===== src/rtl/irq_pkg.sv =====
package irq_pkg;
  localparam int unsigned NUM_SRC         = 5;
  localparam int unsigned ADDR_W          = 16;
  localparam int unsigned DATA_W          = 8;
  localparam int unsigned VEC_BASE        = 'h40;
  localparam int unsigned VEC_STRIDE      = 8;
  localparam int unsigned DISPATCH_CYCLES = 20;
  localparam int unsigned FLAG_ADDR       = 'hFF0F;
  localparam int unsigned EN_ADDR         = 'hFFFF;

  typedef enum logic [1:0] {
    SEL_NONE = 2'd0,
    SEL_FLAG = 2'd1,
    SEL_EN   = 2'd2
  } reg_sel_e;
endpackage


===== src/rtl/irq_flag_reg.sv =====
module irq_flag_reg #(
  parameter int unsigned N = 5
) (
  input  logic         clk_i,
  input  logic         rst_ni,
  input  logic [N-1:0] req_i,
  input  logic         wr_en_i,
  input  logic [N-1:0] wdata_i,
  input  logic [N-1:0] clr_i,
  output logic [N-1:0] flag_o
);
  // per-bit priority: request > dispatch clear > software write > hold
  for (genvar b = 0; b < N; b++) begin : g_bit
    logic q;
    always_ff @(posedge clk_i or negedge rst_ni) begin
      if (!rst_ni)         q <= 1'b0;
      else if (req_i[b])   q <= 1'b1;
      else if (clr_i[b])   q <= 1'b0;
      else if (wr_en_i)    q <= wdata_i[b];
    end
    assign flag_o[b] = q;
  end
endmodule


===== src/rtl/irq_prio_enc.sv =====
module irq_prio_enc #(
  parameter int unsigned N     = 5,
  localparam int unsigned IDX_W = (N > 1) ? $clog2(N) : 1
) (
  input  logic [N-1:0]     pend_i,
  output logic             any_o,
  output logic [IDX_W-1:0] idx_o,
  output logic [N-1:0]     onehot_o
);
  // lowest set bit wins
  always_comb begin
    idx_o    = '0;
    onehot_o = '0;
    for (int i = N - 1; i >= 0; i--) begin
      if (pend_i[i]) begin
        idx_o    = IDX_W'(i);
        onehot_o = N'(1) << i;
      end
    end
  end
  assign any_o = |pend_i;
endmodule


===== src/rtl/irq_dispatch_ctrl.sv =====
module irq_dispatch_ctrl #(
  parameter int unsigned N          = 5,
  parameter int unsigned ADDR_W     = 16,
  parameter int unsigned VEC_BASE   = 'h40,
  parameter int unsigned VEC_STRIDE = 8,
  parameter int unsigned COST       = 20,
  localparam int unsigned IDX_W     = (N > 1) ? $clog2(N) : 1,
  localparam int unsigned COST_W    = $clog2(COST + 1)
) (
  input  logic              clk_i,
  input  logic              rst_ni,
  input  logic              step_i,
  input  logic [ADDR_W-1:0] pc_i,
  input  logic              any_i,
  input  logic [IDX_W-1:0]  idx_i,
  input  logic [N-1:0]      onehot_i,
  input  logic              ime_set_i,
  input  logic              ime_clr_i,
  input  logic              ack_i,
  output logic              ime_o,
  output logic [N-1:0]      clr_o,
  output logic              valid_o,
  output logic [ADDR_W-1:0] push_pc_o,
  output logic [ADDR_W-1:0] new_pc_o,
  output logic [COST_W-1:0] cost_o
);
  logic              fire;
  logic              ime_q;
  logic              valid_q;
  logic [ADDR_W-1:0] push_q;
  logic [ADDR_W-1:0] vec_q;
  logic [ADDR_W-1:0] vec_d;

  assign fire  = step_i && ime_q && any_i && !valid_q;
  assign clr_o = fire ? onehot_i : '0;
  assign vec_d = ADDR_W'(VEC_BASE + 32'(idx_i) * VEC_STRIDE);

  always_ff @(posedge clk_i or negedge rst_ni) begin
    if (!rst_ni)                  ime_q <= 1'b0;
    else if (fire || ime_clr_i)   ime_q <= 1'b0;
    else if (ime_set_i)           ime_q <= 1'b1;
  end

  always_ff @(posedge clk_i or negedge rst_ni) begin
    if (!rst_ni) begin
      valid_q <= 1'b0;
      push_q  <= '0;
      vec_q   <= '0;
    end else if (fire) begin
      valid_q <= 1'b1;
      push_q  <= pc_i;
      vec_q   <= vec_d;
    end else if (valid_q && ack_i) begin
      valid_q <= 1'b0;
    end
  end

  assign ime_o     = ime_q;
  assign valid_o   = valid_q;
  assign push_pc_o = push_q;
  assign new_pc_o  = vec_q;
  assign cost_o    = valid_q ? COST_W'(COST) : '0;
endmodule


===== src/rtl/irq_dispatch.sv =====
module irq_dispatch
  import irq_pkg::*;
#(
  parameter int unsigned N          = NUM_SRC,
  parameter int unsigned AW         = ADDR_W,
  parameter int unsigned DW         = DATA_W,
  parameter int unsigned VBASE      = VEC_BASE,
  parameter int unsigned VSTRIDE    = VEC_STRIDE,
  parameter int unsigned COST       = DISPATCH_CYCLES,
  parameter int unsigned F_ADDR     = FLAG_ADDR,
  parameter int unsigned E_ADDR     = EN_ADDR,
  localparam int unsigned IDX_W     = (N > 1) ? $clog2(N) : 1,
  localparam int unsigned COST_W    = $clog2(COST + 1)
) (
  input  logic              clk_i,
  input  logic              rst_ni,
  input  logic [N-1:0]      req_i,
  input  logic [AW-1:0]     reg_addr_i,
  input  logic              reg_wr_i,
  input  logic [DW-1:0]     reg_wdata_i,
  output logic [DW-1:0]     reg_rdata_o,
  input  logic              ime_set_i,
  input  logic              ime_clr_i,
  input  logic              step_i,
  input  logic [AW-1:0]     pc_i,
  input  logic              dispatch_ack_i,
  output logic              dispatch_valid_o,
  output logic [AW-1:0]     push_pc_o,
  output logic [AW-1:0]     new_pc_o,
  output logic [COST_W-1:0] cost_o
);
  reg_sel_e         sel;
  logic [N-1:0]     flag_w;
  logic [N-1:0]     clr_w;
  logic [N-1:0]     onehot_w;
  logic [DW-1:0]    en_q;
  logic [N-1:0]     elig_w;
  logic             any_w;
  logic [IDX_W-1:0] idx_w;
  logic             ime_w;

  always_comb begin
    if (reg_addr_i == AW'(F_ADDR))      sel = SEL_FLAG;
    else if (reg_addr_i == AW'(E_ADDR)) sel = SEL_EN;
    else                                sel = SEL_NONE;
  end

  always_ff @(posedge clk_i or negedge rst_ni) begin
    if (!rst_ni)                         en_q <= '0;
    else if (reg_wr_i && sel == SEL_EN)  en_q <= reg_wdata_i;
  end

  irq_flag_reg #(.N(N)) u_flag (
    .clk_i   (clk_i),
    .rst_ni  (rst_ni),
    .req_i   (req_i),
    .wr_en_i (reg_wr_i && sel == SEL_FLAG),
    .wdata_i (reg_wdata_i[N-1:0]),
    .clr_i   (clr_w),
    .flag_o  (flag_w)
  );

  assign elig_w = flag_w & en_q[N-1:0];

  irq_prio_enc #(.N(N)) u_prio (
    .pend_i   (elig_w),
    .any_o    (any_w),
    .idx_o    (idx_w),
    .onehot_o (onehot_w)
  );

  irq_dispatch_ctrl #(
    .N(N), .ADDR_W(AW), .VEC_BASE(VBASE), .VEC_STRIDE(VSTRIDE), .COST(COST)
  ) u_ctrl (
    .clk_i     (clk_i),
    .rst_ni    (rst_ni),
    .step_i    (step_i),
    .pc_i      (pc_i),
    .any_i     (any_w),
    .idx_i     (idx_w),
    .onehot_i  (onehot_w),
    .ime_set_i (ime_set_i),
    .ime_clr_i (ime_clr_i),
    .ack_i     (dispatch_ack_i),
    .ime_o     (ime_w),
    .clr_o     (clr_w),
    .valid_o   (dispatch_valid_o),
    .push_pc_o (push_pc_o),
    .new_pc_o  (new_pc_o),
    .cost_o    (cost_o)
  );

  // unused flag bits read back as ones
  always_comb begin
    unique case (sel)
      SEL_FLAG: reg_rdata_o = {{(DW-N){1'b1}}, flag_w};
      SEL_EN:   reg_rdata_o = en_q;
      default:  reg_rdata_o = '0;
    endcase
  end
endmodule


===== config.mk =====
export PLATFORM = sky130hd
export DESIGN_NAME = irq_dispatch
export DESIGN_NICKNAME = d
export VERILOG_FILES = /design/src/rtl/irq_pkg.sv /design/src/rtl/irq_flag_reg.sv /design/src/rtl/irq_prio_enc.sv /design/src/rtl/irq_dispatch_ctrl.sv /design/src/rtl/irq_dispatch.sv
export SDC_FILE = /design/constraint.sdc
export NUM_CORES = 1
export LEC_CHECK = 0
export BUFFER_PORTS_ARGS = -buffer_cell sky130_fd_sc_hd__buf_2
export CAP_MARGIN = 20
export CORE_MARGIN = 2
export CORE_UTILIZATION = 41
export DETAILED_ROUTE_END_ITERATION = 12
export HOLD_SLACK_MARGIN = 0.06
export PLACE_DENSITY = 0.76
export SLEW_MARGIN = 10
export SYNTH_ARGS = -nofsm -noshare
export SYNTH_HDL_FRONTEND = slang
export SYNTH_HIERARCHICAL = 1
export SYNTH_SLANG_ARGS = --single-unit

===== constraint.sdc =====
create_clock -name clk_i -period 1.8 [get_ports clk_i]
set_input_delay 0.18 -clock clk_i [delete_from_list [all_inputs] [get_ports clk_i]]
set_output_delay 0.18 -clock clk_i [all_outputs]
set_load 0.02 [all_outputs]

==> run metrics, run 1 <==
PortBufs=82; Setup Skew=between 0.003 and 0.004 ns; syn avg cell area=between 10 and 15 µm²; DRC viols=0; peak supply drop=between 400 and 500 µV; Post-Syn Area=around 0.0019 mm²; clk slew on worst S/H paths=~0.07 ns; drt first pass iters=4; core area=about 0.0044 mm²; fillcell total=388; Root Driver=clkbuf_8; global route overflow=0; IO Pins=approximately 100; ys flop type=dfrtp_1; clock buffer depth=2; hold endpoint=u_ctrl/valid_o; first-pass GRT wire length=between 5 and 6 mm; Max Fanout on Critical Path=8; P per Cell Area=~610 mW/mm²; initial DRC count=40; DR WL/cell=13.22 µm; die area=approximately 0.0052 mm²; Seq/Total Area, Yosys=between 40% and 50%; clock tree from TritonCTS=built; Worst Setup End Kind=output port; Critical Path RT=~1.6 ns; Hold Path Origin=dispatch_ack_i; cell accounting for the most synthesized area=dfrtp_1; slowest stage delay, CP=approximately 0.56 ns; fmax=between 0.5 and 0.6 GHz; run status=finished, final reports clean; GRT Overall Usage=between 10% and 20%; Yosys warnings=6; layout cells sized above 1=57.39%; crit path max-delay cell type=or4_1; worst r2r src=u_flag/g_bit[1].q; reg2reg end=u_ctrl/push_pc_o[5]; number of flops mapped to enable cells by yosys=0; Area Growth Syn to Fin=24.93%; Clock power frac=37.2%; Starting Density=between 40% and 50%; total clock sinks=35; Final HPWL DP=between 2 and 3 mm; flop2flop setup slack=0.12 ns; Design Area, Final=~0.0024 mm²; largest net degree at the start of global routing=36; unrepaired setup endpoints after global routing=no; DIE WIDTH=roughly 72 µm; worst hold slack=between 0.08 and 0.09 ns; Routed WL=around 3.7 mm; Placement Cell Area=0.002271 mm²; min Tclk post-route=roughly 1.7 ns; Final Cycle Share=~94%; most used cell, CP=buf_2; R2R depth=6; CTS H-tree depth=2; Die H=72.20 µm; worst-skew pair later-pin latency=about 0.28 ns; via/cell ratio=4.688; kind of critical path=in2out; CP Launch Type=input pin; Post-Syn Instances=roughly 150; Worst Hold Class=in2reg; Internal Power=0.001112 W; Seq cells post-synth=35; count of cell types in the netlist=27; Crit path arrival time=1.52 ns; footprint of the multi-input gates=864.6 µm²; final-report setup violation count=0; number of global-route vias before repair=approximately 1300; Final Hold Vio Count=0; gpl congestion=between 0.7 and 0.8; Critical Path, Cell by Cell=buf_2 > or4_1 > nor4_4 > buf_4 > a22o_1 > buf_2; Comb pwr share=under 10%; antenna violations before repair=0; row count=24; ANT nets after route=0; Buf/Inv on CP=3; leading cell types in the layout, fill and taps excluded=82 x buf_2, 35 x dfrtp_1, 18 x mux2_4; Crit path max-delay family=simple AND/OR/NAND/NOR gates; commonest non-fill, non-tap cell in the layout=buf_2; sw power=roughly 0.00034 W; Slew @ Worst Pin=0.7717 ns; Net Sw Frac=around a quarter; ys async rst share=100.0%; FF+latch area=875.8 µm²; Max Cap Viol=0; Antenna Cells=0; Leak Pwr=~1.4 nW; share of the synthesized area in the top cell type=between 40% and 50%; final slew viol count=0; hold path depth=2; Post-layout nets=281; top post-synthesis cells by area=dfrtp_1 46%, mux2_4 14%, buf_4 9.4%; CTS Buf Count=5; relative slew slack=48.55%; Seq pwr share=54.5%; via count=1322
timing repair:
item / in CTS / in global routing
hold buffers: 2 / 0
resized for setup: 0 / 1
endpoints found under the setup margin: 0 / 17
endpoints found under the hold margin: 36 / 0
setup buffers: 0 / 1
cell type report:
cell class / count / share of cell area, %
well taps: 52 / 2.731
multi-input cells: 95 / 36.29
clock inverters: 1 / 0.2101
clock buffers: 7 / 3.204
repair buffers: 90 / 20.48
flip-flops and latches: 35 / 36.76
inverters: 2 / 0.3151
sequential cells by signal, summed over array words and instances, names as in the netlist:
signal,count
u_ctrl/valid_o,1
u_flag/g_bit.q,5
u_ctrl/ime_o,1
u_ctrl/push_pc_o,16
en_q,8
u_ctrl/new_pc_o,4
layer usage:
layer	wire (µm)	part of all wire [%]	GRT usage, %	vias to the layer above
li1	-	-	-	634
met3	478	13	6.667	6
met4	59	1.6	6.289	0
met1	1492	40	17.99	605
met5	0	0	0	-
met2	1698	46	23.75	77
power by group through the flow:
| stage | registers, W | logic, W | clock network (W) |
|---|---|---|---|
| 5_1_grt | 0.000793 | 0.000134 | 0.000603 |
| 3_5_place_dp | 0.000808 | 0.000120 | 0 |
| 4_1_cts | 0.000792 | 0.000123 | 0.000569 |
| 3_3_place_gp | 0.000807 | 0.000118 | 0 |
| 2_1_floorplan | 0.000809 | 0.0000649 | 0 |
| 6_report | 0.000793 | 0.000121 | 0.000541 |
Yosys cell counts (3+ instances only):
library cell and n:
mux2_4 18, a22o_1 5, nor2_1 3, and2_1 12, dfrtp_1 35, nor3_1 3
buf_6 3, mux2_2 9, o21bai_1 5, mux2i_1 5, buf_4 24, a21o_2 3
logic make-up (layout without fill, tap and decap cells):
family                 after synthesis  after routing  share of synthesized area, %
AND/OR/NAND/NOR                     33             33                         13.98
multiplexers                        32             32                         22.11
flip-flops                          35             35                         45.93
AO/OA/AOI/OAI                       15             15                         6.168
buffers and inverters               29            100                         11.61
other                                1             15                        0.1967
through the flow:
stage	power [W]	worst slack, ns	cells	utilization (%)	TNS [ns]
CTS	0.001485	0.02889	281	53.74	0
global placement	0.0009252	0.02586	271	51.45	0
detailed placement	0.0009276	-0.01671	271	51.45	-0.02520
global route	0.001530	0.01937	282	53.97	0
floorplan	0.0008744	0.08139	159	-	0
finish	0.001455	0.1011	282	53.97	0
how the worst max path moves through the flow:
stage	start	slack [ns]	endpoint	depth (start not counted)
2_1_floorplan	reg_addr_i[4]	0.08	u_flag/g_bit[0].q	6
3_3_place_gp	reg_addr_i[4]	0.03	u_flag/g_bit[4].q	6
3_5_place_dp	reg_addr_i[4]	-0.02	u_flag/g_bit[2].q	6
4_1_cts	u_flag/g_bit[2].q	0.03	u_ctrl/push_pc_o[5]	6
5_1_grt	u_flag/g_bit[3].q	0.02	u_ctrl/push_pc_o[5]	6
6_report	reg_addr_i[4]	0.10	reg_rdata_o[0]	6
Power figures use the tool's default switching activity.
==> inputs of run 2 (changes only) <==
Settings changed: CELL_PAD_IN_SITES_DETAIL_PLACEMENT set to 1, CELL_PAD_IN_SITES_GLOBAL_PLACEMENT set to 1, CORE_UTILIZATION 41 to 31, PLACE_DENSITY 0.76 to unset, PLACE_DENSITY_LB_ADDON set to 0.1.
==> run metrics, run 2 (synthesis gave the netlist of run 1 again) <==
most used cell, CP=buf_2; run status=finished, final reports clean; setup_tns=0 ns; Comb pwr share=under 10%; Leak Pwr=about 1.4 nW; unrepaired setup endpoints after global routing=no; Critical Path RT=about 1.6 ns; Max Cap Viol=0; Max Fanout on Critical Path=8; Design Area, Final=around 0.0024 mm²; total clock sinks=35; number of global-route vias before repair=around 1500; Area Growth Syn to Fin=26.84%; Routed WL=roughly 4.5 mm; Final HPWL DP=~3.5 mm; Placement Cell Area=about 0.0023 mm²; layout cells sized above 1=between 50% and 60%; antenna violations before repair=0; PortBufs=slightly above 80; Final Cycle Share=a little over nine tenths; largest net degree at the start of global routing=36; Worst Hold Class=in2reg; relative slew slack=roughly 47%; Antenna Cells=0; Setup Skew=about 0.007 ns; peak supply drop=240.9 µV; Clock power frac=about two fifths; CTS H-tree depth=2; DR WL/cell=14.94 µm; Critical Path, Cell by Cell=buf_2 > or4_1 > nor4_4 > buf_6 > a22o_1 > buf_2; Crit path arrival time=about 1.5 ns; Crit path max-delay family=simple AND/OR/NAND/NOR gates; commonest non-fill, non-tap cell in the layout=buf_2; Net Sw Frac=23.50%; Starting Density=approximately 32%; Die H=between 80 and 90 µm; initial DRC count=23; FF+latch area=between 800 and 900 µm²; Internal Power=approximately 0.0011 W; final slew viol count=0; DRC viols=0; Root Driver=clkbuf_8; Slew @ Worst Pin=around 0.80 ns; Final Power=0.001491 W; kind of critical path=in2out; fmax=0.5921 GHz; Seq pwr share=around 53%; P per Cell Area=about 620 mW/mm²; via/cell ratio=~4.5; global route overflow=0; final-report setup violation count=0; slowest stage delay, CP=about 0.56 ns; GRT Overall Usage=13.96%; clock tree from TritonCTS=built; footprint of the multi-input gates=862.1 µm²; Final Hold Vio Count=0; die area=between 0.006 and 0.007 mm²; IO Pins=slightly below 100; clock buffer depth=2; gpl congestion=0.7959; row count=28; via count=between 1000 and 1500; core area=between 0.005 and 0.006 mm²; ANT nets after route=0; worst-skew pair later-pin latency=0.28 ns; CP Launch Type=input pin; fillcell total=roughly 700; Buf/Inv on CP=3; clk slew on worst S/H paths=0.07 ns; leading cell types in the layout, fill and taps excluded=82 x buf_2, 35 x dfrtp_1, 18 x mux2_4; sw power=about 0.00035 W; crit path max-delay cell type=or4_1; CTS Buf Count=5; worst hold slack=slightly below 0.09 ns; Post-layout nets=between 200 and 300; Worst Setup End Kind=output port; first-pass GRT wire length=roughly 7.0 mm; drt first pass iters=4; min Tclk post-route=1.689 ns; Largest register FFs=16; DIE WIDTH=a little over 80 µm
## run 2: changes by cell type in the layout (fill, tap and decap cells not counted)
cell	before	now
buf_4	5	4
buf_6	0	1
clkbuf_1	2	0
clkbuf_8	5	6
nor2_1	2	3
nor2_2	2	1
## run 2: repair_timing
item                                   CTS  global route
hold buffers                             2             0
endpoints found under the hold margin   36             0
buffers inserted                         0             0
gates resized for setup                  0             1
setup endpoints to repair                0             4
## run 2: final timing paths
check	startpoint	endpoint	slack (ns)	cells past startpoint
worst max register to register	u_flag/g_bit[1].q	u_ctrl/push_pc_o[5]	0.11	6
worst min-delay path	req_i[0]	u_flag/g_bit[0].q	0.09	2
worst min register to register	u_ctrl/new_pc_o[6]	u_ctrl/new_pc_o[6]	0.47	1
max in group asynchronous	rst_ni	u_ctrl/push_pc_o[13]	0.77	2
min in group asynchronous	rst_ni	en_q[2]	0.52	2
worst max-delay path	reg_addr_i[4]	reg_rdata_o[0]	0.11	6
## run 2: through the flow
stage	instances	utilization (%)	setup slack [ns]
detailed placement	295	38.97	-0.03488
global placement	295	38.97	0.01322
CTS	304	40.79	0.06766
floorplan	159	-	0.08139
finish	304	40.85	0.1111
global route	304	40.85	0.002321
## run 2: area by class of cell
class	count	share of cell area, %
multi-input combinational	95	35.64
sequential	35	36.21
tap	75	3.880
inverter	2	0.3104
clock buffer	6	3.414
clock inverter	1	0.2069
timing repair buffer	90	20.33
## run 2: power by group through the flow
| stage | combinational (W) | sequential, W | clock, W |
|---|---|---|---|
| 3_5_place_dp | 0.000124 | 0.000807 | 0 |
| 4_1_cts | 0.000127 | 0.000792 | 0.000614 |
| 2_1_floorplan | 0.0000649 | 0.000809 | 0 |
| 5_1_grt | 0.000138 | 0.000792 | 0.000644 |
| 3_3_place_gp | 0.000118 | 0.000807 | 0 |
| 6_report | 0.000125 | 0.000793 | 0.000573 |
## run 2: layer usage
layer / track usage (%) / vias to the layer above / part of all wire [%]
met5: 0 / - / 0
met3: 5.000 / 7 / 8.3
li1: - / 637 / -
met4: 4.500 / 0 / 1.2
met2: 25.16 / 55 / 53
met1: 15.13 / 662 / 37
==> inputs of run 3 (changes only) <==
Settings changed: ABC_AREA set to 1, CORE_UTILIZATION 31 to 29.
==> run metrics, run 3 <==
Critical Path, Cell by Cell=nand2_1 > inv_1 > nor2_2 > nand3_1 > inv_1 > nor2_4 > buf_12 > nand2_8 > nor2_1 > inv_1 > nand3_1 > nand2_1; Antenna Cells=0; Leak Pwr=between 1.5 and 2 nW; Worst Hold Class=in2reg; top post-synthesis cells by count=104 x nand2_1, 40 x inv_1, 37 x nand3_1; antenna violations before repair=0; Crit path arrival time=~1.8 ns; Yosys warnings=6; Routed WL=between 5 and 6 mm; Final Hold Vio Count=0; Area Growth Syn to Fin=29.48%; syn avg cell area=7.299 µm²; PnR worst setup slack=between 0.2 and 0.25 ns; Post-Syn Instances=282; Max Fanout on Critical Path=26; Critical Path RT=2.03 ns; Non-Filler Instances=between 400 and 500; drt first pass iters=4; layout cells sized above 1=around a third; total clock sinks=35; final slew viol count=0; relative slew slack=a little under half; min Tclk post-route=roughly 1.6 ns; R2R depth=12; slowest stage delay, CP=0.39 ns; row count=30; ANT nets after route=0; gpl congestion=between 0.6 and 0.7; CTS H-tree depth=2; Post-Syn Area=slightly above 0.002 mm²; core area=roughly 0.0068 mm²; ys flop type=dfrtp_1; Max Cap Viol=0; DP Cell Count=around 450; IO Pins=98; via/cell ratio=~4.1; Worst Setup End Kind=flip-flop; DIE WIDTH=88.25 µm; Post-layout nets=420; Placement Cell Area=~0.0025 mm²; first-pass GRT wire length=8.756 mm; number of global-route vias before repair=1846; cell accounting for the most synthesized area=dfrtp_1; GRT Overall Usage=between 10% and 20%; Slew @ Worst Pin=between 0.8 and 0.9 ns; die area=just under 0.008 mm²; clock buffer depth=2; crit path max-delay cell type=dfrtp_1; Final Cycle Share=between 80% and 90%; run status=finished, final reports clean; number of flops mapped to enable cells by yosys=0; Setup Skew=between 0.004 and 0.005 ns; top post-synthesis cells by area=dfrtp_1 43%, nand2_1 19%, buf_4 9.5%; final-report setup violation count=0; ys async rst share=between 90% and 100%; Starting Density=between 30% and 40%; count of cell types in the netlist=20; kind of critical path=reg2reg; Seq/Total Area, Yosys=roughly 43%; global route overflow=0; Die H=88.25 µm; initial DRC count=77; most used cell, CP=inv_1; unrepaired setup endpoints after global routing=no; PortBufs=a little over 80; DR WL/cell=about 12 µm; Largest register FFs=16; P per Cell Area=between 600 and 700 mW/mm²; most common cell in the netlist=nand2_1; CTS Buf Count=5; fillcell total=about 900; Design Area, Final=about 0.0027 mm²; hold path depth=3; share of the synthesized area in the top cell type=a little over two fifths; Final Power=approximately 0.0018 W; clock tree from TritonCTS=built; commonest non-fill, non-tap cell in the layout=nand2_1; peak supply drop=about 250 µV; Final HPWL DP=approximately 4.0 mm; leading cell types in the layout, fill and taps excluded=104 x nand2_1, 82 x buf_2, 40 x inv_1; DRC viols=0; clk slew on worst S/H paths=roughly 0.07 ns; Seq cells post-synth=35; via count=approximately 1900; largest net degree at the start of global routing=36; Root Driver=clkbuf_8; fmax=between 0.6 and 0.7 GHz; worst-skew pair later-pin latency=0.29 ns; fin util=39.01%; flop2flop setup slack=between 0.2 and 0.25 ns; CP Launch Type=flip-flop; pre-CTS setup slack=-0.1035 ns
==> run 3: cell count changes after synthesis, moves of 4 or more <==
cell,delta
nor2_2,+4
nor2_1,+10
nand2_2,+4
o21bai_1,-4
a22o_1,-5
and2_1,-12
nand3_1,+37
nand2_1,+104
mux2_4,-18
mux2i_1,-5
mux2_2,-9
inv_1,+38
==> run 3: routing by layer <==
metal | global-route usage [%] | wire length [µm] | vias up | share of wire (%)
met5 | 0 | 0 | - | 0
met4 | 4.959 | 82 | 0 | 1.5
met3 | 3.918 | 368 | 5 | 6.7
met2 | 23.72 | 2585 | 58 | 47
met1 | 18.71 | 2467 | 854 | 45
li1 | - | - | 977 | -
==> run 3: worst paths after layout <==
| path | from | end |
|---|---|---|
| max | u_flag/g_bit[3].q | u_flag/g_bit[0].q |
| min reg2reg | u_ctrl/push_pc_o[6] | u_ctrl/push_pc_o[6] |
| max reg2reg | u_flag/g_bit[3].q | u_flag/g_bit[0].q |
| min in group asynchronous | rst_ni | en_q[0] |
| max in group asynchronous | rst_ni | en_q[3] |
| min | req_i[0] | u_flag/g_bit[0].q |
==> run 3: metrics by stage <==
stage / hold WS, ns / setup TNS [ns]
6_report: 0.07100 / 0
5_1_grt: 0.07400 / 0
4_1_cts: 0.06163 / 0
3_5_place_dp: 0.3487 / -0.3662
3_3_place_gp: 0.3423 / -0.3422
2_1_floorplan: -0.1156 / 0
==> run 3: final cells by class <==
type | count | area [µm²] | area share, %
Clock inverter | 2 | 60.06 | 2.254
Sequential cell | 35 | 875.8 | 32.86
Multi-Input combinational cell | 188 | 848.3 | 31.83
Timing Repair Buffer | 96 | 530.5 | 19.91
Tap cell | 96 | 120.1 | 4.507
Inverter | 42 | 157.7 | 5.915
Clock buffer | 6 | 72.57 | 2.723
==> run 3: worst max-delay path: cells and delay by family, from the launching register on <==
kind | cells | cell delay [ns]
buffers and inverters | 4 | 0.40
DFF | 1 | 0.39
and+or+nand+nor | 8 | 0.70
==> run 3: where the power goes <==
| part | total, W | leakage, nW | internal, W | switching, W |
|---|---|---|---|---|
| Sequential | 0.000791 | 0.456 | 0.000789 | 0.00000171 |
| Clock | 0.000858 | 0.0654 | 0.000554 | 0.000304 |
| Combinational | 0.000142 | 1.16 | 0.0000511 | 0.0000908 |
| Total | 0.00179 | 1.68 | 0.00139 | 0.000396 |
==> run 3: cells by family after synthesis <==
family / Yosys count / share of synthesized area, %
AND/OR/NAND/NOR: 169 / 36.90
AO/OA/AOI/OAI: 3 / 0.8507
flip-flops: 35 / 42.55
other: 1 / 0.1822
buffers and inverters: 74 / 19.51
==> run 3: repair_timing <==
action	in CTS	in global routing
gates cloned	1	0
pin swaps	1	1
gates resized for setup	1	0
endpoints found under the setup margin	5	5
hold buffers	1	0
setup buffers	0	4
hold endpoints to repair	35	0
